===== config.mk =====
export PLATFORM = sky130hd
export DESIGN_NAME = dma_cmd_seq
export DESIGN_NICKNAME = d
export VERILOG_FILES = /design/src/rtl/dma_seq_pkg.sv /design/src/rtl/dma_qual_eval.sv /design/src/rtl/dma_seq_fsm.sv /design/src/rtl/dma_cmd_seq.sv
export SDC_FILE = /design/constraint.sdc
export NUM_CORES = 1
export LEC_CHECK = 0
export ABC_AREA = 1
export BUFFER_PORTS_ARGS = -buffer_cell sky130_fd_sc_hd__buf_2
export CAP_MARGIN = 20
export CORE_MARGIN = 1
export CORE_UTILIZATION = 30
export DETAILED_ROUTE_END_ITERATION = 10
export PLACE_DENSITY_LB_ADDON = 0.1
export SKIP_LAST_GASP = 1
export SLEW_MARGIN = 20
export SYNTH_ARGS = -nofsm -noshare
export SYNTH_HDL_FRONTEND = slang
export SYNTH_SLANG_ARGS = --single-unit
export TNS_END_PERCENT = 50

===== constraint.sdc =====
create_clock -name clk -period 7.94 [get_ports clk]
set_clock_uncertainty 0.1 [all_clocks]
set_input_delay 0 -clock clk [delete_from_list [all_inputs] [get_ports clk]]
set_output_delay 0 -clock clk [all_outputs]
set_load 0.05 [all_outputs]

===== src/rtl/dma_seq_pkg.sv =====
package dma_seq_pkg;

  typedef enum logic [3:0] {
    S_IDLE, S_FETCH, S_DECODE, S_XFER, S_QLD, S_QLDWB,
    S_QST, S_WB, S_WAIT, S_HALT, S_DEAD
  } seq_state_e;

  localparam logic [3:0] OP_XFER   = 4'd0;
  localparam logic [3:0] OP_QSTORE = 4'd4;
  localparam logic [3:0] OP_QLOAD  = 4'd5;
  localparam logic [3:0] OP_NOP    = 4'd6;
  localparam logic [3:0] OP_STOP   = 4'd7;

  // qualifier codes: 0 never, 1 cond set, 2 cond clear, 3 always
  typedef struct packed {
    logic [3:0]  op;
    logic [5:0]  tag;
    logic [1:0]  intq;
    logic [1:0]  brq;
    logic [1:0]  waitq;
    logic [15:0] count;
  } desc_hdr_t;

  function automatic logic [31:0] bswap32(input logic [31:0] w);
    return {w[7:0], w[15:8], w[23:16], w[31:24]};
  endfunction

endpackage


===== src/rtl/dma_qual_eval.sv =====
module dma_qual_eval (
  input  logic [1:0] qual_i,
  input  logic       cond_i,
  output logic       hit_o
);
  always_comb begin
    unique case (qual_i)
      2'd0:    hit_o = 1'b0;
      2'd1:    hit_o = cond_i;
      2'd2:    hit_o = ~cond_i;
      default: hit_o = 1'b1;
    endcase
  end
endmodule


===== src/rtl/dma_seq_fsm.sv =====
module dma_seq_fsm
  import dma_seq_pkg::*;
#(
  parameter int AW = 32
) (
  input  logic          clk,
  input  logic          rst_n,
  input  logic          run_i,
  input  logic          pause_i,
  input  logic          wake_i,
  input  logic          cmdptr_ld_i,
  input  logic [AW-1:0] cmdptr_i,
  input  logic          dev_stop_i,
  input  logic          mem_ack_i,
  input  logic [31:0]   mem_rdata_i,
  input  logic          int_hit_i,
  input  logic          br_hit_i,
  input  logic          wait_hit_i,
  output logic [5:0]    quals_o,
  output logic          mem_req_o,
  output logic          mem_we_o,
  output logic [AW-1:0] mem_addr_o,
  output logic [31:0]   mem_wdata_o,
  output logic          dev_valid_o,
  output logic [31:0]   dev_data_o,
  output logic          irq_o,
  output logic          active_o,
  output logic          dead_o,
  output logic [AW-1:0] cmdptr_o
);
  localparam int DESC_BYTES = 16;
  localparam int WORD_BYTES = 4;
  localparam logic [15:0] WB16 = 16'(WORD_BYTES);

  seq_state_e state_q, state_d;
  desc_hdr_t  hdr_q, hdr_d;
  logic [AW-1:0] ptr_q, ptr_d, daddr_q, daddr_d, addr_q, addr_d;
  logic [31:0]   dep_q, dep_d, wdata_q, wdata_d, ddata_q, ddata_d;
  logic [15:0]   rem_q, rem_d;
  logic [1:0]    widx_q, widx_d;
  logic busy_q, busy_d, we_q, we_d, dv_q, dv_d, irq_q, irq_d, dead_q, dead_d;

  logic          ack, launch, l_we;
  logic [AW-1:0] l_addr;
  logic [31:0]   l_data, rd_sw, wb_word;
  logic          quad_op;

  assign ack     = busy_q & mem_ack_i;
  assign rd_sw   = bswap32(mem_rdata_i);
  assign quad_op = (hdr_q.op == OP_QLOAD) || (hdr_q.op == OP_QSTORE);
  assign wb_word = {run_i, pause_i, dead_q, 1'b1, hdr_q.tag, 6'b0, rem_q};

  // next-state logic
  always_comb begin
    state_d = state_q; hdr_d = hdr_q; ptr_d = ptr_q; daddr_d = daddr_q;
    dep_d = dep_q; rem_d = rem_q; widx_d = widx_q;
    busy_d = busy_q; we_d = we_q; addr_d = addr_q; wdata_d = wdata_q;
    ddata_d = ddata_q; dv_d = 1'b0; irq_d = 1'b0; dead_d = dead_q;
    launch = 1'b0; l_we = 1'b0; l_addr = addr_q; l_data = wdata_q;

    unique case (state_q)
      S_IDLE: begin
        dead_d = 1'b0;
        widx_d = 2'd0;
        if (cmdptr_ld_i)  ptr_d = cmdptr_i;
        else if (run_i)   state_d = S_FETCH;
      end
      S_HALT: begin
        widx_d = 2'd0;
        if (!run_i)            state_d = S_IDLE;
        else if (cmdptr_ld_i)  ptr_d = cmdptr_i;
        else if (wake_i)       state_d = S_FETCH;
      end
      S_FETCH: begin
        if (ack) begin
          busy_d = 1'b0;
          unique case (widx_q)
            2'd0:    hdr_d   = desc_hdr_t'(rd_sw);
            2'd1:    daddr_d = rd_sw[AW-1:0];
            default: dep_d   = rd_sw;
          endcase
          if (widx_q == 2'd2) state_d = S_DECODE;
          else                widx_d  = widx_q + 2'd1;
        end else if (!busy_q) begin
          if (!run_i)        state_d = S_IDLE;
          else if (!pause_i) begin
            launch = 1'b1;
            l_addr = ptr_q + AW'({widx_q, 2'b00});
          end
        end
      end
      S_DECODE: begin
        rem_d = 16'd0;
        unique case (hdr_q.op)
          OP_XFER:   begin rem_d = hdr_q.count; state_d = S_XFER; end
          OP_QLOAD:  state_d = S_QLD;
          OP_QSTORE: state_d = S_QST;
          OP_NOP:    state_d = S_WB;
          OP_STOP:   state_d = S_HALT;
          default:   begin dead_d = 1'b1; state_d = S_DEAD; end
        endcase
      end
      S_XFER: begin
        if (ack) begin
          busy_d  = 1'b0;
          dv_d    = 1'b1;
          ddata_d = mem_rdata_i;
          rem_d   = (rem_q > WB16) ? rem_q - WB16 : 16'd0;
          daddr_d = daddr_q + AW'(WORD_BYTES);
        end else if (!busy_q) begin
          if (rem_q == 16'd0 || dev_stop_i) state_d = S_WB;
          else if (!run_i)                  state_d = S_IDLE;
          else if (!pause_i) begin
            launch = 1'b1;
            l_addr = daddr_q;
          end
        end
      end
      S_QLD: begin
        if (ack) begin
          busy_d  = 1'b0;
          dep_d   = mem_rdata_i;
          state_d = S_QLDWB;
        end else if (!busy_q) begin
          if (!run_i)        state_d = S_IDLE;
          else if (!pause_i) begin
            launch = 1'b1;
            l_addr = daddr_q;
          end
        end
      end
      S_QLDWB: begin
        if (ack) begin
          busy_d  = 1'b0;
          state_d = S_WB;
        end else if (!busy_q) begin
          if (!run_i)        state_d = S_IDLE;
          else if (!pause_i) begin
            launch = 1'b1; l_we = 1'b1;
            l_addr = ptr_q + AW'(8);
            l_data = bswap32(dep_q);
          end
        end
      end
      S_QST: begin
        if (ack) begin
          busy_d  = 1'b0;
          state_d = S_WB;
        end else if (!busy_q) begin
          if (!run_i)        state_d = S_IDLE;
          else if (!pause_i) begin
            launch = 1'b1; l_we = 1'b1;
            l_addr = daddr_q;
            l_data = dep_q;
          end
        end
      end
      S_WB: begin
        if (ack) begin
          busy_d  = 1'b0;
          irq_d   = int_hit_i;
          widx_d  = 2'd0;
          ptr_d   = (br_hit_i && !quad_op) ? dep_q[AW-1:0]
                                           : ptr_q + AW'(DESC_BYTES);
          state_d = wait_hit_i ? S_WAIT : S_FETCH;
        end else if (!busy_q) begin
          if (!run_i)        state_d = S_IDLE;
          else if (!pause_i) begin
            launch = 1'b1; l_we = 1'b1;
            l_addr = ptr_q + AW'(12);
            l_data = bswap32(wb_word);
          end
        end
      end
      S_WAIT: begin
        if (!run_i)           state_d = S_IDLE;
        else if (!wait_hit_i) state_d = S_FETCH;
      end
      S_DEAD: begin
        if (!run_i) state_d = S_IDLE;
      end
      default: state_d = S_IDLE;
    endcase

    if (launch) begin
      busy_d  = 1'b1;
      we_d    = l_we;
      addr_d  = l_addr;
      wdata_d = l_data;
    end
  end

  // state registers
  always_ff @(posedge clk or negedge rst_n) begin
    if (!rst_n) begin
      state_q <= S_IDLE;  hdr_q  <= '0;   ptr_q   <= '0;  daddr_q <= '0;
      dep_q   <= '0;      rem_q  <= '0;   widx_q  <= '0;  busy_q  <= 1'b0;
      we_q    <= 1'b0;    addr_q <= '0;   wdata_q <= '0;  ddata_q <= '0;
      dv_q    <= 1'b0;    irq_q  <= 1'b0; dead_q  <= 1'b0;
    end else begin
      state_q <= state_d; hdr_q  <= hdr_d; ptr_q   <= ptr_d;   daddr_q <= daddr_d;
      dep_q   <= dep_d;   rem_q  <= rem_d; widx_q  <= widx_d;  busy_q  <= busy_d;
      we_q    <= we_d;    addr_q <= addr_d; wdata_q <= wdata_d; ddata_q <= ddata_d;
      dv_q    <= dv_d;    irq_q  <= irq_d; dead_q  <= dead_d;
    end
  end

  assign quals_o     = {hdr_q.intq, hdr_q.brq, hdr_q.waitq};
  assign mem_req_o   = busy_q;
  assign mem_we_o    = we_q;
  assign mem_addr_o  = addr_q;
  assign mem_wdata_o = wdata_q;
  assign dev_valid_o = dv_q;
  assign dev_data_o  = ddata_q;
  assign irq_o       = irq_q;
  assign dead_o      = dead_q;
  assign cmdptr_o    = ptr_q;
  assign active_o    = !(state_q inside {S_IDLE, S_HALT, S_DEAD});

endmodule


===== src/rtl/dma_cmd_seq.sv =====
module dma_cmd_seq #(
  parameter int AW = 32
) (
  input  logic          clk,
  input  logic          rst_n,
  input  logic          run_i,
  input  logic          pause_i,
  input  logic          wake_i,
  input  logic          cmdptr_ld_i,
  input  logic [AW-1:0] cmdptr_i,
  input  logic          int_cond_i,
  input  logic          br_cond_i,
  input  logic          wait_cond_i,
  input  logic          dev_stop_i,
  output logic          mem_req_o,
  output logic          mem_we_o,
  output logic [AW-1:0] mem_addr_o,
  output logic [31:0]   mem_wdata_o,
  input  logic          mem_ack_i,
  input  logic [31:0]   mem_rdata_i,
  output logic          dev_valid_o,
  output logic [31:0]   dev_data_o,
  output logic          irq_o,
  output logic          active_o,
  output logic          dead_o,
  output logic [AW-1:0] cmdptr_o
);
  localparam int NQUAL = 3;

  logic [1:0]       rst_sync_q;
  logic             rst_int_n;
  logic [2*NQUAL-1:0] quals;
  logic [NQUAL-1:0] conds, hits;

  // asynchronous assert, synchronous release
  always_ff @(posedge clk or negedge rst_n) begin
    if (!rst_n) rst_sync_q <= 2'b00;
    else        rst_sync_q <= {rst_sync_q[0], 1'b1};
  end
  assign rst_int_n = rst_sync_q[1];

  // index 0 wait, 1 branch, 2 interrupt
  assign conds = {int_cond_i, br_cond_i, wait_cond_i};

  for (genvar g = 0; g < NQUAL; g++) begin : g_qual
    dma_qual_eval u_qual (
      .qual_i (quals[2*g +: 2]),
      .cond_i (conds[g]),
      .hit_o  (hits[g])
    );
  end

  dma_seq_fsm #(.AW(AW)) u_fsm (
    .clk         (clk),
    .rst_n       (rst_int_n),
    .run_i       (run_i),
    .pause_i     (pause_i),
    .wake_i      (wake_i),
    .cmdptr_ld_i (cmdptr_ld_i),
    .cmdptr_i    (cmdptr_i),
    .dev_stop_i  (dev_stop_i),
    .mem_ack_i   (mem_ack_i),
    .mem_rdata_i (mem_rdata_i),
    .int_hit_i   (hits[2]),
    .br_hit_i    (hits[1]),
    .wait_hit_i  (hits[0]),
    .quals_o     (quals),
    .mem_req_o   (mem_req_o),
    .mem_we_o    (mem_we_o),
    .mem_addr_o  (mem_addr_o),
    .mem_wdata_o (mem_wdata_o),
    .dev_valid_o (dev_valid_o),
    .dev_data_o  (dev_data_o),
    .irq_o       (irq_o),
    .active_o    (active_o),
    .dead_o      (dead_o),
    .cmdptr_o    (cmdptr_o)
  );

endmodule


==> results of run 1 <==
## cells in the final DEF, fill, tap and decap left out, types with 3 or more instances in the layout
master and count:
sky130_fd_sc_hd__a21oi_1 73, sky130_fd_sc_hd__a22oi_1 20, sky130_fd_sc_hd__a31oi_1 6, sky130_fd_sc_hd__a41oi_1 9
sky130_fd_sc_hd__buf_2 208, sky130_fd_sc_hd__buf_4 13, sky130_fd_sc_hd__clkbuf_1 12, sky130_fd_sc_hd__clkbuf_16 35
sky130_fd_sc_hd__clkbuf_8 6, sky130_fd_sc_hd__clkinv_2 6, sky130_fd_sc_hd__dfrtp_1 252, sky130_fd_sc_hd__dlygate4sd3_1 83
sky130_fd_sc_hd__ha_1 11, sky130_fd_sc_hd__inv_1 194, sky130_fd_sc_hd__inv_2 13, sky130_fd_sc_hd__nand2_1 700
sky130_fd_sc_hd__nand2_2 5, sky130_fd_sc_hd__nand3_1 156, sky130_fd_sc_hd__nand3b_1 8, sky130_fd_sc_hd__nand4_1 7
sky130_fd_sc_hd__nor2_1 161, sky130_fd_sc_hd__nor2_2 6, sky130_fd_sc_hd__nor2_4 4, sky130_fd_sc_hd__nor3_1 25
sky130_fd_sc_hd__o2111ai_1 5, sky130_fd_sc_hd__o211ai_1 36, sky130_fd_sc_hd__o21ai_0 174, sky130_fd_sc_hd__o21ai_1 82
sky130_fd_sc_hd__o221ai_1 4, sky130_fd_sc_hd__o22ai_1 20, sky130_fd_sc_hd__o31ai_1 3, sky130_fd_sc_hd__xor2_1 18
## per-stage QoR
stage	instance area, um^2	util (%)
global route	18200	37.8
global placement	16300	33.8
floorplan	14700	-
CTS	18200	37.8
detailed placement	16300	33.8
finish	18200	37.8
## metal layers
metal | wire, um | global-route usage (%)
met1 | 32300 | 39.7
met2 | 30400 | 42.2
met3 | 3810 | 3.71
met4 | 2640 | 10.7
met5 | 0 | 0
## power breakdown
group	internal [mW]	total (mW)	switching (mW)
Clock	0.873	1.50	0.629
Sequential	1.82	2.51	0.690
Combinational	0.915	3.57	2.65
Total	3.61	7.58	3.97
## registers in the layout, indices dropped and copies added (netlist names), 2 cells and up
signal / flops
u_fsm.cmdptr_o: 32
u_fsm.dep_q: 32
u_fsm.hdr_q: 26
rst_sync_q: 2
u_fsm.dev_data_o: 32
u_fsm.mem_addr_o: 32
u_fsm.mem_wdata_o: 32
u_fsm.rem_q: 16
u_fsm.daddr_q: 32
u_fsm.widx_q: 2
u_fsm.state_q: 4
u_fsm.quals_o: 6
## cells by family (layout without fill, tap and decap cells)
kind of cell               count (synthesis)  count (layout)  synth area share [%]
and+or+nand+nor                         1080            1080                  30.0
buffers and inverters                    293             574                  7.90
DFF                                      253             253                  43.1
AOI/OAI and AO/OA                        437             437                  16.7
adders and majority gates                 12              12                  1.07
other                                      1               2                0.0255
xor gates and xnor gates                  20              20                  1.19
## worst reg2reg max path, cell delays in order (launching register included)
cell	delay [ns]
sky130_fd_sc_hd__dfrtp_1	0.44
sky130_fd_sc_hd__inv_2	0.14
sky130_fd_sc_hd__nor2_1	0.06
sky130_fd_sc_hd__nand2_1	0.12
sky130_fd_sc_hd__inv_1	0.08
sky130_fd_sc_hd__nand3_1	0.07
sky130_fd_sc_hd__dlygate4sd3_1	0.54
sky130_fd_sc_hd__o21ai_0	0.07
sky130_fd_sc_hd__dlygate4sd3_1	0.57
sky130_fd_sc_hd__nor3_1	0.20
sky130_fd_sc_hd__dlygate4sd3_1	0.68
sky130_fd_sc_hd__nand2_1	0.07
sky130_fd_sc_hd__dlygate4sd3_1	0.55
sky130_fd_sc_hd__nand2_1	0.06
## final cells by class
class / instances / share of cell area [%]
Antenna cell: 1 / 0.0138
Clock buffer: 53 / 5.52
Clock inverter: 8 / 0.344
Inverter: 208 / 4.30
Multi-Input combinational cell: 1550 / 39.8
Sequential cell: 253 / 34.9
Tap cell: 615 / 4.24
Timing Repair Buffer: 305 / 11.0
## how the worst max path moves through the flow
stage,startpoint,endpoint,slack (ns),depth (start not counted)
floorplan,rst_sync_q[1],u_fsm.cmdptr_o[0],0.27,0
global placement,u_fsm.state_q[2],u_fsm.daddr_q[16],4.60,9
detailed placement,u_fsm.state_q[2],u_fsm.mem_addr_o[30],4.57,16
CTS,u_fsm.state_q[0],u_fsm.state_q[1],4.17,13
global route,u_fsm.state_q[0],u_fsm.state_q[1],3.93,13
finish,u_fsm.state_q[0],u_fsm.state_q[1],4.15,13
## repair_timing
item                                   CTS  global route
buffers inserted                         0             0
hold buffers                            83             0
endpoints found under the hold margin  161             0
==> impl_metrics.xml, run 1 <==
<?xml version="1.0" encoding="UTF-8"?>
<metrics>
  <group name="detailed_routing">
    <metric name="vias_per_cell" unit="">5.24</metric>
    <metric name="count_of_vias_placed_by_the_detailed_router" unit="">15698</metric>
    <metric name="drt_iter0_drc" unit="">1439</metric>
    <metric name="routed_wirelength" unit="mm">69.2</metric>
    <metric name="drt.antenna.violating_nets" unit="">0</metric>
    <metric name="routed_wire_length_per_instance" unit="um">23.1</metric>
    <metric name="drcViolationCount" unit="">0</metric>
    <metric name="drt_first_pass_iters" unit="">6</metric>
  </group>
  <group name="timing">
    <metric name="max_freq" unit="MHz">264</metric>
    <metric name="finalHoldViolations" unit="">0</metric>
    <metric name="final.min_clock_period" unit="ns">3.79</metric>
    <metric name="holdWs" unit="ns">0.104</metric>
    <metric name="finalSetupTns" unit="ns">0</metric>
    <metric name="max_slew.worst_pin.slew" unit="ns">1.10</metric>
    <metric name="fin_crit_sh" unit="%">47.8</metric>
    <metric name="maxSlewHeadroom" unit="%">26.4</metric>
    <metric name="worst_slack" unit="ns">4.15</metric>
    <metric name="timing.final.setup_violations" unit="">0</metric>
    <metric name="slew_viol_final" unit="">0</metric>
    <metric name="unrepaired_setup_endpoints_after_global_routing" unit="">no</metric>
  </group>
  <group name="cts">
    <metric name="cts_buffer_depth" unit="">3</metric>
    <metric name="cts_sinks" unit="">253</metric>
    <metric name="root_buffer_cell" unit="">sky130_fd_sc_hd__clkbuf_16</metric>
    <metric name="cts-buffers-inserted" unit="">34</metric>
    <metric name="resize_count_post_cts" unit="">0</metric>
    <metric name="ctsHtreeMaxLevel" unit="">2</metric>
    <metric name="worst_skew_pair.late_latency" unit="ns">0.57</metric>
    <metric name="cts_tree" unit="">done</metric>
    <metric name="clk_pin_slew" unit="ns">0.06</metric>
  </group>
  <group name="yosys">
    <metric name="netlist.area_leader.share" unit="%">43.1</metric>
    <metric name="synth_warnings" unit="">0</metric>
    <metric name="yosysMostFrequentCell" unit="">sky130_fd_sc_hd__nand2_1</metric>
    <metric name="syn-num-nets" unit="">2183</metric>
    <metric name="synth.avg_cell_area" unit="um^2">7.01</metric>
    <metric name="synth_ff_type" unit="">sky130_fd_sc_hd__dfrtp_1</metric>
    <metric name="yosys-top-cells-area" unit="">sky130_fd_sc_hd__dfrtp_1, sky130_fd_sc_hd__nand2_1, sky130_fd_sc_hd__o21ai_0</metric>
    <metric name="synth_sequential_area_ratio" unit="%">43.1</metric>
    <metric name="synth_area_leader_cell" unit="">sky130_fd_sc_hd__dfrtp_1</metric>
    <metric name="syn-cell-area" unit="um^2">14700</metric>
    <metric name="synth-seq-cells" unit="">253</metric>
    <metric name="gate_count_after_technology_mapping" unit="">2096</metric>
    <metric name="synth-edff-count" unit="">0</metric>
    <metric name="ys_async_sr_fraction" unit="%">100</metric>
    <metric name="yosys.cell_types.count" unit="">43</metric>
    <metric name="post_synth_most_frequent_cells" unit="">sky130_fd_sc_hd__nand2_1, sky130_fd_sc_hd__dfrtp_1, sky130_fd_sc_hd__inv_1, sky130_fd_sc_hd__o21ai_0, sky130_fd_sc_hd__nor2_1</metric>
  </group>
  <group name="hold_path">
    <metric name="source_of_the_worst_hold_timing_path" unit="">wait_cond_i</metric>
    <metric name="timing.hold.worst.class" unit="">primary input to register</metric>
    <metric name="worstHoldEndpoint" unit="">u_fsm.state_q[3]</metric>
    <metric name="timing.hold.worst_path_depth" unit="">8</metric>
  </group>
  <group name="final_layout">
    <metric name="layoutNonFillerInstCount" unit="">2993</metric>
    <metric name="finalNetCount" unit="">2439</metric>
    <metric name="post_route_cells_drive_above_1_share" unit="%">12.9</metric>
    <metric name="multi_input_comb_area" unit="um^2">7220</metric>
    <metric name="layout-area-overhead-vs-synth" unit="%">23.6</metric>
    <metric name="n_fill_cell" unit="">5196</metric>
    <metric name="register_area" unit="um^2">6330</metric>
  </group>
  <group name="placed_design">
    <metric name="post_place_setup_slack" unit="ns">4.57</metric>
    <metric name="placed_cells_incl_taps" unit="">2848</metric>
    <metric name="numPortBuffers" unit="">208</metric>
    <metric name="finalWeightedCongestion" unit="">0.947</metric>
    <metric name="detailedPlacementHpwl" unit="mm">51.8</metric>
  </group>
  <group name="floorplanning">
    <metric name="placementRows" unit="">80</metric>
    <metric name="floorplan.die.height" unit="um">223</metric>
    <metric name="dieWidth" unit="um">223</metric>
    <metric name="fp.coreArea" unit="um^2">48000</metric>
    <metric name="start_util" unit="%">30.6</metric>
    <metric name="design.die.area" unit="um^2">49900</metric>
    <metric name="pin_count" unit="">209</metric>
  </group>
  <group name="critical_path">
    <metric name="rr_startpoint" unit="">u_fsm.state_q[0]</metric>
    <metric name="crit_end_element" unit="">register</metric>
    <metric name="worst_path_largest_cell_delay" unit="ns">0.68</metric>
    <metric name="critPathLaunchType" unit="">register</metric>
    <metric name="r2r.worst_path.cells" unit="">13</metric>
    <metric name="slowest_stage" unit="">sky130_fd_sc_hd__dlygate4sd3_1</metric>
    <metric name="timing.critical_path.buf_inv" unit="">6</metric>
    <metric name="r2r_path_end" unit="">u_fsm.state_q[1]</metric>
    <metric name="worst-endpoint-required" unit="ns">8.32</metric>
    <metric name="crit_fanout" unit="">5</metric>
    <metric name="reg2reg_slack" unit="ns">4.15</metric>
    <metric name="worst_ep_arrival_time" unit="ns">4.18</metric>
    <metric name="path_cells" unit="">inv_2, nor2_1, nand2_1, inv_1, nand3_1, dlygate4sd3_1, o21ai_0, dlygate4sd3_1, nor3_1, dlygate4sd3_1, nand2_1, dlygate4sd3_1, nand2_1</metric>
    <metric name="timing.critical_path.mode_cell" unit="">sky130_fd_sc_hd__dlygate4sd3_1</metric>
    <metric name="start_to_end_type_of_the_worst_setup_path" unit="">register to register</metric>
    <metric name="critPathTopFamily" unit="">buffers and inverters</metric>
  </group>
  <group name="grt">
    <metric name="final_global_route_overflow_total" unit="">0</metric>
    <metric name="grt_first_pass_wirelength" unit="mm">101</metric>
    <metric name="maximum_number_of_pins_on_one_net_before_global_route_repair" unit="">161</metric>
    <metric name="antenna_found_initial" unit="">1</metric>
    <metric name="global_route.usage.total" unit="%">27.7</metric>
    <metric name="first_global_vias" unit="">14917</metric>
  </group>
  <group name="power">
    <metric name="total_power" unit="mW">7.58</metric>
    <metric name="power_leakage" unit="nW">8.89</metric>
    <metric name="peakVddDrop" unit="uV">173</metric>
    <metric name="pwr_density" unit="nW/um^2">417</metric>
  </group>
  <group name="run">
    <metric name="cap_violations" unit="">0</metric>
  </group>
  <group name="status">
    <metric name="run_status" unit="">completed</metric>
  </group>
</metrics>
Power figures use the tool's default switching activity.
==> run 2, diff against run 1 <==
==> constraint.sdc (replaced) <==
create_clock -name clk -period 3.8 [get_ports clk]
set_clock_uncertainty 0.1 [all_clocks]
set_input_delay 0 -clock clk [delete_from_list [all_inputs] [get_ports clk]]
set_output_delay 0 -clock clk [all_outputs]
set_load 0.05 [all_outputs]
==> run 2 against run 1 <==
Compared with the run above:
- wire length down 1.7%
- sequential power up 110%
- clock power up 120%
- via count down 0.65%
- first-iteration DRC count up 0.28%
- core utilization up 0.26 points
- non-clock buffer count up 13
- worst setup slack worse by 3.8 ns
- sequential share of layout area down 0.24 points
- flip-flop and latch count unchanged
- critical path type unchanged
- highest routed layer unchanged
==> impl_metrics.xml, run 2 (synthesis gave the netlist of run 1 again) <==
<?xml version="1.0" encoding="UTF-8"?>
<metrics>
  <group name="cts">
    <metric name="root_buffer_cell" unit="">sky130_fd_sc_hd__clkbuf_16</metric>
    <metric name="worst_skew_pair.late_latency" unit="ns">0.61</metric>
    <metric name="postCtsSetupRepairBufs" unit="">0</metric>
    <metric name="cts_sinks" unit="">253</metric>
    <metric name="cts_tree" unit="">done</metric>
    <metric name="cts_buffer_depth" unit="">3</metric>
    <metric name="cts-buffers-inserted" unit="">31</metric>
    <metric name="clk_pin_slew" unit="ns">0.06</metric>
    <metric name="ctsHtreeMaxLevel" unit="">1</metric>
  </group>
  <group name="placed_design">
    <metric name="detailedPlacementHpwl" unit="mm">51.7</metric>
    <metric name="numPortBuffers" unit="">208</metric>
    <metric name="finalWeightedCongestion" unit="">0.933</metric>
    <metric name="placed_cells_incl_taps" unit="">2860</metric>
  </group>
  <group name="critical_path">
    <metric name="r2r.worst_path.cells" unit="">11</metric>
    <metric name="crit_fanout" unit="">35</metric>
    <metric name="start_to_end_type_of_the_worst_setup_path" unit="">register to register</metric>
    <metric name="critPathLaunchType" unit="">register</metric>
    <metric name="worst-endpoint-required" unit="ns">4.24</metric>
    <metric name="worst_ep_arrival_time" unit="ns">3.94</metric>
    <metric name="r2r_path_end" unit="">u_fsm.state_q[2]</metric>
    <metric name="reg2reg_slack" unit="ns">0.30</metric>
    <metric name="critical_path.startpoint" unit="">u_fsm.state_q[1]</metric>
    <metric name="rr_startpoint" unit="">u_fsm.state_q[1]</metric>
    <metric name="crit_end_element" unit="">register</metric>
  </group>
  <group name="detailed_routing">
    <metric name="count_of_vias_placed_by_the_detailed_router" unit="">15596</metric>
    <metric name="routed_wirelength" unit="mm">68.0</metric>
    <metric name="vias_per_cell" unit="">5.20</metric>
    <metric name="drt.antenna.violating_nets" unit="">0</metric>
    <metric name="routed_wire_length_per_instance" unit="um">22.7</metric>
    <metric name="drcViolationCount" unit="">0</metric>
    <metric name="drt_iter0_drc" unit="">1443</metric>
    <metric name="drt_first_pass_iters" unit="">8</metric>
  </group>
  <group name="grt">
    <metric name="first_global_vias" unit="">14810</metric>
    <metric name="grt_first_pass_wirelength" unit="mm">100</metric>
    <metric name="antenna_found_initial" unit="">2</metric>
    <metric name="maximum_number_of_pins_on_one_net_before_global_route_repair" unit="">114</metric>
    <metric name="final_global_route_overflow_total" unit="">0</metric>
    <metric name="global_route.usage.total" unit="%">27.1</metric>
  </group>
  <group name="floorplanning">
    <metric name="fp.coreArea" unit="um^2">48000</metric>
    <metric name="floorplan.die.height" unit="um">223</metric>
    <metric name="pin_count" unit="">209</metric>
    <metric name="placementRows" unit="">80</metric>
    <metric name="design.die.area" unit="um^2">49900</metric>
    <metric name="start_util" unit="%">30.6</metric>
    <metric name="dieWidth" unit="um">223</metric>
  </group>
  <group name="final_layout">
    <metric name="n_fill_cell" unit="">5208</metric>
    <metric name="layoutNonFillerInstCount" unit="">3000</metric>
    <metric name="antenna-diode-count" unit="">0</metric>
    <metric name="layout-area-overhead-vs-synth" unit="%">24.4</metric>
    <metric name="most_common_library_cell_in_the_layout_ignoring_fill_and_taps" unit="">sky130_fd_sc_hd__nand2_1</metric>
    <metric name="most-common-layout-cells" unit="">sky130_fd_sc_hd__nand2_1, sky130_fd_sc_hd__dfrtp_1, sky130_fd_sc_hd__buf_2</metric>
    <metric name="post_route_cells_drive_above_1_share" unit="%">13.4</metric>
    <metric name="finalNetCount" unit="">2449</metric>
  </group>
  <group name="hold_path">
    <metric name="timing.hold.worst.class" unit="">register to asynchronous set/reset pin</metric>
  </group>
  <group name="timing">
    <metric name="unrepaired_setup_endpoints_after_global_routing" unit="">no</metric>
    <metric name="finalSetupTns" unit="ns">0</metric>
    <metric name="max_freq" unit="MHz">286</metric>
    <metric name="finalHoldViolations" unit="">0</metric>
    <metric name="final.min_clock_period" unit="ns">3.50</metric>
    <metric name="maxSlewHeadroom" unit="%">45.5</metric>
    <metric name="fin_crit_sh" unit="%">92.1</metric>
    <metric name="slew_viol_final" unit="">0</metric>
    <metric name="max_slew.worst_pin.slew" unit="ns">0.816</metric>
    <metric name="holdWs" unit="ns">0.0467</metric>
    <metric name="timing.final.setup_violations" unit="">0</metric>
  </group>
  <group name="run">
    <metric name="cap_violations" unit="">0</metric>
  </group>
  <group name="power">
    <metric name="pwr_density" unit="nW/um^2">871</metric>
    <metric name="peakVddDrop" unit="uV">351</metric>
    <metric name="power_leakage" unit="nW">8.98</metric>
  </group>
  <group name="status">
    <metric name="run_status" unit="">completed</metric>
  </group>
</metrics>
-- run 2: what timing repair did --
item,4_1_cts,5_1_grt
hold buffers,84,0
setup endpoints to repair,0,1
gates resized for setup,0,2
hold endpoints to repair,161,0
-- run 2: how the worst max path moves through the flow --
| stage | slack, ns | end |
|---|---|---|
| after floorplan | 1.01 | u_fsm.mem_addr_o[14] |
| after global placement | 0.91 | u_fsm.rem_q[0] |
| after detailed placement | 0.87 | u_fsm.rem_q[1] |
| after global routing | 0.15 | u_fsm.state_q[2] |
| final | 0.30 | u_fsm.state_q[2] |
| after CTS | 0.18 | u_fsm.state_q[2] |
-- run 2: report_power, final --
group / switching [mW] / internal, mW / total (mW)
logic: 5.54 / 1.96 / 7.50
registers: 1.39 / 3.81 / 5.20
clock network: 1.28 / 1.95 / 3.23
total: 8.22 / 7.72 / 15.9
-- run 2: critical path, stage by stage (launching register included) --
cell	delay [ns]
sky130_fd_sc_hd__dfrtp_1	0.47
sky130_fd_sc_hd__nand2_1	0.21
sky130_fd_sc_hd__inv_2	0.08
sky130_fd_sc_hd__nand2_4	0.34
sky130_fd_sc_hd__inv_4	0.27
sky130_fd_sc_hd__nand2_1	0.15
sky130_fd_sc_hd__o211ai_1	0.10
sky130_fd_sc_hd__nor3_1	0.28
sky130_fd_sc_hd__dlygate4sd3_1	0.70
sky130_fd_sc_hd__inv_1	0.06
sky130_fd_sc_hd__nor2_1	0.09
sky130_fd_sc_hd__dlygate4sd3_1	0.54
-- run 2: cell type report --
type	instances	area (um^2)	area share, %
Clock buffer	43	881	4.82
Clock inverter	13	205	1.12
Inverter	208	783	4.28
Multi-Input combinational cell	1550	7220	39.4
Sequential cell	253	6330	34.6
Tap cell	615	769	4.21
Timing Repair Buffer	318	2100	11.5
-- run 2: layer usage --
| layer | GRT usage [%] | share of wire [%] | vias to the layer above | routed length [um] |
|---|---|---|---|---|
| met4 | 6.81 | 2.3 | 0 | 1550 |
| li1 | - | - | 7402 | - |
| met3 | 2.77 | 5.8 | 69 | 3930 |
| met1 | 38.8 | 46 | 7553 | 31500 |
| met5 | 0 | 0 | - | 0 |
| met2 | 43.6 | 46 | 572 | 31100 |
-- run 2: stage by stage --
step / setup WS, ns / power [mW] / instance area, um^2 / utilization [%]
final: 0.299 / 15.9 / 18300 / 38.1
after floorplan: 1.01 / 9.88 / 14700 / -
after global routing: 0.149 / 16.9 / 18300 / 38.1
after CTS: 0.183 / 16.0 / 18300 / 38.1
after detailed placement: 0.869 / 12.6 / 16400 / 34.1
after global placement: 0.911 / 12.6 / 16400 / 34.1
==> run 3, diff against run 2 <==
--- a/config.mk
+++ b/config.mk
@@ -12,6 +12,7 @@
 export CORE_UTILIZATION = 30
 export DETAILED_ROUTE_END_ITERATION = 10
 export PLACE_DENSITY_LB_ADDON = 0.1
+export REMOVE_ABC_BUFFERS = 1
 export SKIP_LAST_GASP = 1
 export SLEW_MARGIN = 20
 export SYNTH_ARGS = -nofsm -noshare
==> constraint.sdc (replaced) <==
create_clock -name clk -period 3.85 [get_ports clk]
set_clock_uncertainty 0.1 [all_clocks]
set_input_delay 0 -clock clk [delete_from_list [all_inputs] [get_ports clk]]
set_output_delay 0 -clock clk [all_outputs]
set_load 0.05 [all_outputs]
==> run 3 against run 2 <==
Compared with the run above:
- count of clock-buffer cells in the layout up 4
- wire length down 0.81%
- critical path depth unchanged
- hold slack worse by 0.029 ns
- sequential power down 2%
- critical path type unchanged
- clock power down 3%
- maximum frequency up 4.2%
- sequential share of layout area down 0.052 points
- first-iteration DRC count down 4.5%
- largest cell class unchanged
- worst setup slack better by 0.19 ns
- combinational power down 3%
- die area unchanged
==> impl_metrics.xml, run 3 (synthesis gave the netlist of run 1 again) <==
<?xml version="1.0" encoding="UTF-8"?>
<metrics>
  <group name="timing">
    <metric name="final.min_clock_period" unit="ns">3.36</metric>
    <metric name="timing.final.setup_violations" unit="">0</metric>
    <metric name="holdWs" unit="ns">0.0174</metric>
    <metric name="max_freq" unit="MHz">298</metric>
    <metric name="fin_crit_sh" unit="%">87.2</metric>
    <metric name="max_slew.worst_pin.slew" unit="ns">0.769</metric>
    <metric name="maxSlewHeadroom" unit="%">48.7</metric>
    <metric name="unrepaired_setup_endpoints_after_global_routing" unit="">no</metric>
    <metric name="finalHoldViolations" unit="">0</metric>
    <metric name="slew_viol_final" unit="">0</metric>
  </group>
  <group name="cts">
    <metric name="postCtsSetupRepairBufs" unit="">0</metric>
    <metric name="cts-buffers-inserted" unit="">30</metric>
    <metric name="cts_buffer_depth" unit="">3</metric>
    <metric name="root_buffer_cell" unit="">sky130_fd_sc_hd__clkbuf_16</metric>
    <metric name="cts_hold_buffers" unit="">87</metric>
    <metric name="worst_skew_pair.late_latency" unit="ns">0.59</metric>
    <metric name="clk_pin_slew" unit="ns">0.06</metric>
    <metric name="cts_sinks" unit="">253</metric>
    <metric name="resize_count_post_cts" unit="">0</metric>
    <metric name="cts_tree" unit="">done</metric>
    <metric name="ctsHtreeMaxLevel" unit="">1</metric>
  </group>
  <group name="grt">
    <metric name="final_global_route_overflow_total" unit="">0</metric>
    <metric name="gr-max-usage-layer" unit="">met2</metric>
    <metric name="groute.layer.met1.usage" unit="%">38.5</metric>
    <metric name="groute.layer.met3.usage" unit="%">2.63</metric>
    <metric name="maximum_number_of_pins_on_one_net_before_global_route_repair" unit="">92</metric>
    <metric name="global_route.usage.total" unit="%">27.0</metric>
    <metric name="first_global_vias" unit="">14894</metric>
    <metric name="grt_util_met2" unit="%">43.5</metric>
    <metric name="grt_first_pass_wirelength" unit="mm">100</metric>
    <metric name="antenna_found_initial" unit="">1</metric>
  </group>
  <group name="final_layout">
    <metric name="most_common_library_cell_in_the_layout_ignoring_fill_and_taps" unit="">sky130_fd_sc_hd__nand2_1</metric>
    <metric name="most-common-layout-cells" unit="">sky130_fd_sc_hd__nand2_1, sky130_fd_sc_hd__dfrtp_1, sky130_fd_sc_hd__buf_2</metric>
    <metric name="n_fill_cell" unit="">5216</metric>
    <metric name="antenna-diode-count" unit="">0</metric>
    <metric name="post_route_cells_drive_above_1_share" unit="%">13.3</metric>
    <metric name="layout-area-overhead-vs-synth" unit="%">24.6</metric>
    <metric name="finalNetCount" unit="">2451</metric>
    <metric name="final_cell_area" unit="um^2">18300</metric>
  </group>
  <group name="detailed_routing">
    <metric name="count_of_vias_placed_by_the_detailed_router" unit="">15479</metric>
    <metric name="routed_wire_length_per_instance" unit="um">22.5</metric>
    <metric name="drt_iter0_drc" unit="">1378</metric>
    <metric name="routed_wirelength" unit="mm">67.5</metric>
    <metric name="drt.antenna.violating_nets" unit="">0</metric>
    <metric name="drcViolationCount" unit="">0</metric>
    <metric name="drt_first_pass_iters" unit="">8</metric>
    <metric name="vias_per_cell" unit="">5.15</metric>
  </group>
  <group name="critical_path">
    <metric name="critPathLaunchType" unit="">register</metric>
    <metric name="path_cells" unit="">inv_2, nor2_1, nand2_1, inv_1, nand3_1, dlygate4sd3_1, o21ai_0, dlygate4sd3_1, nor3_1, dlygate4sd3_1, o21ai_0</metric>
    <metric name="crit_fanout" unit="">5</metric>
    <metric name="worst-endpoint-required" unit="ns">4.22</metric>
    <metric name="timing.critical_path.buf_inv" unit="">5</metric>
    <metric name="timing.critical_path.mode_cell" unit="">sky130_fd_sc_hd__dlygate4sd3_1</metric>
    <metric name="crit_end_element" unit="">register</metric>
    <metric name="slowest_stage" unit="">sky130_fd_sc_hd__dlygate4sd3_1</metric>
    <metric name="worst_ep_arrival_time" unit="ns">3.73</metric>
    <metric name="start_to_end_type_of_the_worst_setup_path" unit="">register to register</metric>
    <metric name="worst_path_largest_cell_delay" unit="ns">0.69</metric>
    <metric name="critPathTopFamily" unit="">buffers and inverters</metric>
    <metric name="reg2reg_slack" unit="ns">0.49</metric>
  </group>
  <group name="power">
    <metric name="total_power" unit="mW">15.6</metric>
    <metric name="power_leakage" unit="nW">8.95</metric>
    <metric name="pwr-share-comb" unit="%">46.9</metric>
    <metric name="peakVddDrop" unit="uV">389</metric>
    <metric name="clock_power_share" unit="%">20.2</metric>
    <metric name="pwr_density" unit="nW/um^2">849</metric>
    <metric name="switching_share" unit="%">51.3</metric>
    <metric name="net-switching-power" unit="mW">7.99</metric>
    <metric name="p_seq_share" unit="%">32.9</metric>
    <metric name="p_int" unit="mW">7.58</metric>
  </group>
  <group name="floorplanning">
    <metric name="placementRows" unit="">80</metric>
    <metric name="pin_count" unit="">209</metric>
    <metric name="dieWidth" unit="um">223</metric>
    <metric name="start_util" unit="%">30.6</metric>
    <metric name="design.die.area" unit="um^2">49900</metric>
    <metric name="fp.coreArea" unit="um^2">48000</metric>
    <metric name="floorplan.die.height" unit="um">223</metric>
  </group>
  <group name="placed_design">
    <metric name="detailedPlacementHpwl" unit="mm">50.7</metric>
    <metric name="dpl_cell_area" unit="um^2">16400</metric>
    <metric name="numPortBuffers" unit="">208</metric>
    <metric name="finalWeightedCongestion" unit="">0.921</metric>
  </group>
  <group name="hold_path">
    <metric name="timing.hold.worst.class" unit="">primary input to register</metric>
  </group>
  <group name="run">
    <metric name="cap_violations" unit="">0</metric>
  </group>
  <group name="status">
    <metric name="run_status" unit="">completed</metric>
  </group>
</metrics>
run 3: path summary, 6_finish.rpt:
check                            startpoint                  to  depth (start not counted)
setup / recovery           u_fsm.state_q[0]    u_fsm.state_q[0]                         11
min in group asynchronous     rst_sync_q[1]   u_fsm.daddr_q[30]                          0
hold / removal                 cmdptr_i[18]  u_fsm.cmdptr_o[18]                          5
hold reg to reg               rst_sync_q[1]   u_fsm.daddr_q[30]                          0
max in group asynchronous     rst_sync_q[1]      u_fsm.dep_q[1]                          1
setup reg to reg           u_fsm.state_q[0]    u_fsm.state_q[0]                         11
run 3: layout make-up:
class | count | area [um^2] | share of cell area, %
inverters | 208 | 781 | 4.26
flip-flops and latches | 253 | 6330 | 34.6
clock inverters | 9 | 148 | 0.806
well taps | 615 | 769 | 4.20
repair buffers | 321 | 2140 | 11.7
clock buffers | 47 | 926 | 5.05
multi-input cells | 1550 | 7220 | 39.4
run 3: stage by stage:
| step | worst slack [ns] | cells | utilization (%) | TNS [ns] |
|---|---|---|---|---|
| final | 0.491 | 3003 | 38.1 | 0 |
| after global routing | 0.299 | 3003 | 38.1 | 0 |
| after CTS | 0.549 | 3003 | 38.1 | 0 |
| after detailed placement | 0.938 | 2860 | 34.1 | 0 |
| after global placement | 0.988 | 2860 | 34.1 | 0 |
| after floorplan | -3.82 | 2011 | - | -959.51 |
run 3: routing by layer:
metal,vias up,wire length (um)
met1,7508,31700
met5,-,0
li1,7395,-
met3,80,3310
met2,496,30700
met4,0,1760
run 3: worst min-delay path: stages:
cell and delay (ns):
sky130_fd_sc_hd__buf_2 0.09, sky130_fd_sc_hd__nand2_1 0.05, sky130_fd_sc_hd__o21ai_0 0.22, sky130_fd_sc_hd__nor2_1 0.12
sky130_fd_sc_hd__a22oi_1 0.17
run 3: power by group through the flow:
stage | clock [mW] | combinational, mW | sequential (mW)
floorplan | 0 | 3.17 | 6.48
global placement | 0 | 7.16 | 5.14
detailed placement | 0 | 7.16 | 5.16
CTS | 3.21 | 7.29 | 5.12
global route | 3.29 | 7.95 | 5.26
finish | 3.14 | 7.30 | 5.12
